`src/rtl/clkpre_pkg.sv`:
```
// Shared sizes and types for the switchable clock prescaler.
// Assumes the number of ratios equals the phase-counter width, since
// ratio 2^(s+1) uses bit s of the counter.
package clkpre_pkg;
    localparam int CNT_W      = 4;
    localparam int NUM_RATIOS = CNT_W;
    localparam int SEL_W      = $clog2(NUM_RATIOS);

    typedef logic [SEL_W-1:0] ratio_sel_t;
    typedef logic [CNT_W-1:0] phase_cnt_t;

    localparam ratio_sel_t SLOWEST_SEL = ratio_sel_t'(NUM_RATIOS - 1);
endpackage

```
`src/rtl/clkpre_counter.sv`:
```
// Free-running phase counter for the prescaler.
// It counts master cycles modulo 2^CNT_W. It gives the present count, the
// count after the next edge, and a wrap flag that is high while the count
// is all ones. Assumes a synchronous active-low reset.
module clkpre_counter #(
    parameter int CNT_W = clkpre_pkg::CNT_W
) (
    input  logic             clk_i,
    input  logic             rst_ni,
    output logic [CNT_W-1:0] cnt_o,
    output logic [CNT_W-1:0] cnt_nxt_o,
    output logic             wrap_o
);
    logic [CNT_W-1:0] cnt_q;

    // Next count, wrapping naturally at the counter width.
    always_comb begin
        cnt_nxt_o = cnt_q + CNT_W'(1);
    end

    // Phase register, cleared by reset.
    always_ff @(posedge clk_i) begin
        if (!rst_ni) cnt_q <= '0;
        else         cnt_q <= cnt_nxt_o;
    end

    assign cnt_o  = cnt_q;
    assign wrap_o = &cnt_q;
endmodule

```
`src/rtl/clkpre_ratio_ctl.sv`:
```
// Ratio selection control. It holds the code in force, the pending code and
// the busy flag. A written code is adopted only on the edge where the phase
// counter wraps. Assumes wr_i and sel_i are synchronous to clk_i.
module clkpre_ratio_ctl #(
    parameter int SEL_W = clkpre_pkg::SEL_W
) (
    input  logic             clk_i,
    input  logic             rst_ni,
    input  logic             wr_i,
    input  logic [SEL_W-1:0] sel_i,
    input  logic             wrap_i,
    output logic [SEL_W-1:0] sel_o,
    output logic [SEL_W-1:0] sel_nxt_o,
    output logic             busy_o
);
    localparam logic [SEL_W-1:0] RST_SEL = {SEL_W{1'b1}};

    logic [SEL_W-1:0] sel_q, pend_q, pend_nxt;
    logic             busy_q, busy_nxt;

    // Next-state decision: store the pending code, switch at the wrap.
    always_comb begin
        sel_nxt_o = sel_q;
        pend_nxt  = pend_q;
        busy_nxt  = busy_q;
        if (wr_i) pend_nxt = sel_i;
        if (wrap_i) begin
            if (wr_i)        sel_nxt_o = sel_i;
            else if (busy_q) sel_nxt_o = pend_q;
            busy_nxt = 1'b0;
        end else if (wr_i) begin
            busy_nxt = 1'b1;
        end
    end

    // State registers; reset selects the slowest ratio.
    always_ff @(posedge clk_i) begin
        if (!rst_ni) begin
            sel_q  <= RST_SEL;
            pend_q <= RST_SEL;
            busy_q <= 1'b0;
        end else begin
            sel_q  <= sel_nxt_o;
            pend_q <= pend_nxt;
            busy_q <= busy_nxt;
        end
    end

    assign sel_o  = sel_q;
    assign busy_o = busy_q;

    AST_SWITCH_AT_WRAP: assert property (@(posedge clk_i) disable iff (!rst_ni)
        !wrap_i |=> $stable(sel_q));

    AST_BUSY_CLEARS_AT_WRAP: assert property (@(posedge clk_i) disable iff (!rst_ni)
        wrap_i |=> !busy_q);

    AST_WRITE_KEEPS_BUSY: assert property (@(posedge clk_i) disable iff (!rst_ni)
        (wr_i && !wrap_i) |=> busy_q);
endmodule

```
`src/rtl/clkpre_out_gen.sv`:
```
// Output stage. It registers the divided clock and the period-start enable
// from the next phase count and the ratio in force after the next edge, so
// both outputs come straight from flip-flops. Assumes that ratio code s
// uses counter bit s.
module clkpre_out_gen #(
    parameter int CNT_W = clkpre_pkg::CNT_W,
    parameter int SEL_W = clkpre_pkg::SEL_W
) (
    input  logic             clk_i,
    input  logic             rst_ni,
    input  logic [CNT_W-1:0] cnt_nxt_i,
    input  logic [SEL_W-1:0] sel_nxt_i,
    input  logic             wrap_i,
    output logic             div_o,
    output logic             en_o
);
    logic [CNT_W-1:0] low_mask;
    logic             div_q, en_q;

    // Mask of the counter bits that lie within one divided period.
    for (genvar g = 0; g < CNT_W; g++) begin : g_mask
        assign low_mask[g] = (sel_nxt_i >= SEL_W'(g));
    end

    // Registered divided clock and enable; reset is the start of a period.
    always_ff @(posedge clk_i) begin
        if (!rst_ni) begin
            div_q <= 1'b0;
            en_q  <= 1'b1;
        end else begin
            div_q <= cnt_nxt_i[sel_nxt_i];
            en_q  <= ((cnt_nxt_i & low_mask) == '0);
        end
    end

    assign div_o = div_q;
    assign en_o  = en_q;

    AST_HIGH_BEFORE_WRAP: assert property (@(posedge clk_i) disable iff (!rst_ni)
        wrap_i |-> div_q);

    AST_LOW_AFTER_WRAP: assert property (@(posedge clk_i) disable iff (!rst_ni)
        wrap_i |=> (!div_q && en_q));

    AST_EN_IN_LOW_PHASE: assert property (@(posedge clk_i) disable iff (!rst_ni)
        en_q |-> !div_q);
endmodule

```
`src/rtl/clk_prescaler.sv`:
```
// Top of the switchable glitch-free clock prescaler. It divides clk_i by
// 2, 4, 8 or 16, deferring ratio changes to the phase-counter wrap.
// Assumes a synchronous active-low reset and inputs that are synchronous
// to clk_i.
module clk_prescaler (
    input  logic       clk_i,
    input  logic       rst_ni,
    input  logic       wr_i,
    input  logic [1:0] sel_i,
    output logic       clk_div_o,
    output logic       clk_en_o,
    output logic       busy_o
);
    import clkpre_pkg::*;

    phase_cnt_t cnt, cnt_nxt;
    ratio_sel_t sel_cur, sel_nxt;
    logic       wrap;

    clkpre_counter #(.CNT_W(CNT_W)) u_cnt (
        .clk_i     (clk_i),
        .rst_ni    (rst_ni),
        .cnt_o     (cnt),
        .cnt_nxt_o (cnt_nxt),
        .wrap_o    (wrap)
    );

    clkpre_ratio_ctl #(.SEL_W(SEL_W)) u_ctl (
        .clk_i     (clk_i),
        .rst_ni    (rst_ni),
        .wr_i      (wr_i),
        .sel_i     (sel_i),
        .wrap_i    (wrap),
        .sel_o     (sel_cur),
        .sel_nxt_o (sel_nxt),
        .busy_o    (busy_o)
    );

    clkpre_out_gen #(.CNT_W(CNT_W), .SEL_W(SEL_W)) u_out (
        .clk_i     (clk_i),
        .rst_ni    (rst_ni),
        .cnt_nxt_i (cnt_nxt),
        .sel_nxt_i (sel_nxt),
        .wrap_i    (wrap),
        .div_o     (clk_div_o),
        .en_o      (clk_en_o)
    );

    AST_BUSY_ENDS_IN_TIME: assert property (@(posedge clk_i) disable iff (!rst_ni)
        (cnt == '0) |-> !busy_o);

    AST_RATIO_HELD_WHEN_IDLE: assert property (@(posedge clk_i) disable iff (!rst_ni)
        (!busy_o && !wr_i) |=> $stable(sel_cur));
endmodule

```
`config.mk`:
```
export PLATFORM = sky130hd
export DESIGN_NAME = clk_prescaler
export DESIGN_NICKNAME = d
export VERILOG_FILES = /design/src/rtl/clkpre_pkg.sv /design/src/rtl/clkpre_counter.sv /design/src/rtl/clkpre_ratio_ctl.sv /design/src/rtl/clkpre_out_gen.sv /design/src/rtl/clk_prescaler.sv
export SDC_FILE = /design/constraint.sdc
export NUM_CORES = 1
export LEC_CHECK = 0
export ABC_AREA = 0
export BUFFER_PORTS_ARGS = -buffer_cell sky130_fd_sc_hd__buf_4
export CORE_AREA = 2 2 39 41
export DETAILED_ROUTE_END_ITERATION = 6
export DIE_AREA = 0 0 41 43
export PLACE_DENSITY = 0.51
export SLEW_MARGIN = 30
export SYNTH_ARGS = -nofsm -noshare
export SYNTH_HDL_FRONTEND = slang
export SYNTH_SLANG_ARGS = --single-unit
```
`constraint.sdc`:
```
create_clock -name clk_i -period 1.9 [get_ports clk_i]
set_clock_uncertainty 0.05 [all_clocks]
set_input_delay 0.19 -clock clk_i [delete_from_list [all_inputs] [get_ports clk_i]]
set_output_delay 0.19 -clock clk_i [all_outputs]
set_load 0.005 [all_outputs]
```
==> results.json <==
{
  "status": "complete, no violations",
  "yosys_warnings": 0,
  "min_to": "u_ctl.pend_q[1]$_SDFFE_PN1P_",
  "design.portCount": 8,
  "postCtsHoldBufs": 0,
  "clock_latency_ns": 0.27,
  "final_antenna_net_count": 0,
  "grt_pass1_wl_microns": 1540,
  "fp.coreArea_sq_um": 1380,
  "cts_max_path_buffers": 2,
  "worstReg2RegEnd": "u_out.en_o$_SDFF_PN1_",
  "grtUsageTotal_pct": 14.0,
  "final_common_cell": "dfxtp_1",
  "clock.fmax_mhz": 571,
  "vias": 368,
  "cp-start-kind": "register",
  "grt-ovfl-total": 0,
  "cp_data_required_time_ns": 2.06,
  "path_class": "reg -> reg",
  "layout_setup_ws_ns": 0.148,
  "grt_max_degree": 12,
  "finalCoreUtilization_pct": 41.6,
  "numCtsBuffers": 3,
  "antenna_found_initial": 0,
  "io_buffer_count": 7,
  "min_from": "sel_i[1]",
  "leakage_nw": 0.276,
  "min_path_cells": 3,
  "syn_avg_cell_area_sq_um": 9.24,
  "ctsResizeCount": 0,
  "initial_core_util_pct": 34.7,
  "endpoint_kind": "register",
  "routed_wl_microns": 822,
  "period_share_pct": 92.2,
  "slew_violations": 0,
  "cts_root_buf": "clkbuf_4",
  "ys_types": 24,
  "cts_sinks": 11,
  "final_cell_mix": "dfxtp_1, buf_4, nor2b_1, nand2_1",
  "fin_crit_ns": 1.75,
  "ys_ff_latch": 11,
  "dp_slack_ns": 0.168,
  "synth_cells": 52,
  "drt_iter0_drc": 4,
  "rows": 14,
  "syn_area_sq_um": 480,
  "dieWidth_microns": 41,
  "yosysSeqAreaShare_pct": 45.8,
  "vdd_drop_max_v": 0.000405,
  "dpl.hpwl_microns": 595,
  "rsz0062_at_grt": "no",
  "hp-class": "in -> reg",
  "worst_pin_slew_ns": 0.230,
  "holdWs_ns": 0.0897,
  "finalSetupViolCount": 0,
  "r2r_cells": 6,
  "final-hold-violation-count": 0,
  "drc": 0,
  "synth_area_leader_cell": "dfxtp_1",
  "max_cap_viol_count": 0,
  "synthTopCellsByArea": "dfxtp_1, nor2b_1, mux2i_1, and2_1, xor2_1",
  "drive_above_1_share_pct": 19.4,
  "drt_pre_antenna_iters": 3,
  "wl_per_cell_microns": 10.5,
  "timing.rr.start": "u_cnt.cnt_o[0]$_SDFF_PN0_",
  "grt_pass1_vias": 355,
  "clk_pin_slew_worst_paths_ns": 0.07,
  "diodes": 0,
  "nets": 69,
  "cts_setup_buffers": 0,
  "critPathMaxFanout": 7,
  "via_per_inst": 4.72,
  "setup-tns-final_ns": 0,
  "numPlacedInstances": 74,
  "power_density_nw_per_um2": 802,
  "gp_congestion": 0.717,
  "r2r_setup_slack_ns": 0.15,
  "synth_top_area_share_pct": 45.8,
  "area_growth_pct": 19.8,
  "slew_headroom_pct": 84.6,
  "instances_no_fill": 78,
  "cts_tree": "done",
  "die_h_microns": 43,
  "die_area_sq_um": 1760,
  "h-tree-depth": 1,
  "synth_nets": 58,
  "critical_path_arrival_ns": 1.91
}
-- worst max-delay path by stage --
stage / startpoint / endpoint / depth (start not counted)
2_1_floorplan: u_cnt.cnt_o[0]$_SDFF_PN0_ / u_out.en_o$_SDFF_PN1_ / 7
3_5_place_dp: u_cnt.cnt_o[0]$_SDFF_PN0_ / u_out.en_o$_SDFF_PN1_ / 6
4_1_cts: u_cnt.cnt_o[0]$_SDFF_PN0_ / u_out.en_o$_SDFF_PN1_ / 6
6_report: u_cnt.cnt_o[0]$_SDFF_PN0_ / u_out.en_o$_SDFF_PN1_ / 6
5_1_grt: u_cnt.cnt_o[0]$_SDFF_PN0_ / u_out.en_o$_SDFF_PN1_ / 6
3_3_place_gp: u_cnt.cnt_o[0]$_SDFF_PN0_ / u_out.en_o$_SDFF_PN1_ / 6
-- sequential cells by signal, indices dropped and copies added (netlist names) --
name,flops
u_cnt.cnt_o,4
u_ctl.pend_q,2
u_ctl.sel_o,2
u_ctl.busy_o,1
u_out.div_o,1
u_out.en_o,1
-- report_power, final --
part	total (mW)	switching, mW	leakage, nW	internal (mW)
clock	0.157	0.0755	0.0150	0.0813
combinational	0.0543	0.0247	0.171	0.0297
sequential	0.251	0.00707	0.0906	0.244
-- cells in the mapped netlist --
cell type	number
a21boi_1	1
dfxtp_1	11
a31oi_1	1
nor2_1	3
o221a_1	1
o21ai_0	1
xor2_1	2
o21ai_2	1
nand3_1	3
inv_1	3
a2111o_1	1
ha_1	1
and3_1	2
and2_1	3
mux2i_1	2
nand2_1	4
clkbuf_1	1
o22ai_1	1
nand2b_1	2
buf_4	1
a32oi_1	1
a21oi_1	1
nor3b_1	1
nor2b_1	4
-- worst max-delay path, stage by stage, from the launching register on --
cell and delay (ns):
dfxtp_1 0.33, ha_1 0.17, and3_1 0.30, a31oi_1 0.12, o221a_1 0.28, a2111o_1 0.38
o21ai_2 0.06
-- layout make-up --
class,instances,area [sq um]
inverter,3,11.3
timing repair buffer,8,60.1
tap,16,20.0
sequential,11,220
fill,155,808
clock buffer,4,26.3
multi-input combinational,36,238
-- stage by stage --
stage,cell area [sq um],power (mW)
2_1_floorplan,480,0.286
3_3_place_gp,549,0.312
3_5_place_dp,549,0.311
4_1_cts,576,0.472
5_1_grt,576,0.499
6_report,576,0.462
-- kinds of logic (layout without fill, tap and decap cells) --
| family | after synthesis | count (layout) | share of synthesized area (%) |
|---|---|---|---|
| XOR/XNOR | 2 | 2 | 3.65 |
| flip-flops | 11 | 11 | 45.8 |
| multiplexers | 2 | 2 | 4.17 |
| AND/OR/NAND/NOR | 22 | 22 | 24.5 |
| buffers and inverters | 5 | 15 | 4.69 |
| AO/OA/AOI/OAI | 9 | 9 | 14.6 |
| adder cells (fa/ha/maj) | 1 | 1 | 2.60 |
-- per-layer routing --
| metal | GRT usage, % | vias up | share of wire, % |
|---|---|---|---|
| met4 | 10.0 | 0 | 3.0 |
| met1 | 17.6 | 157 | 50 |
| met5 | 0 | - | 0 |
| met2 | 16.3 | 7 | 41 |
| met3 | 9.42 | 5 | 6.4 |
| li1 | - | 199 | - |
Power figures use the tool's default switching activity.
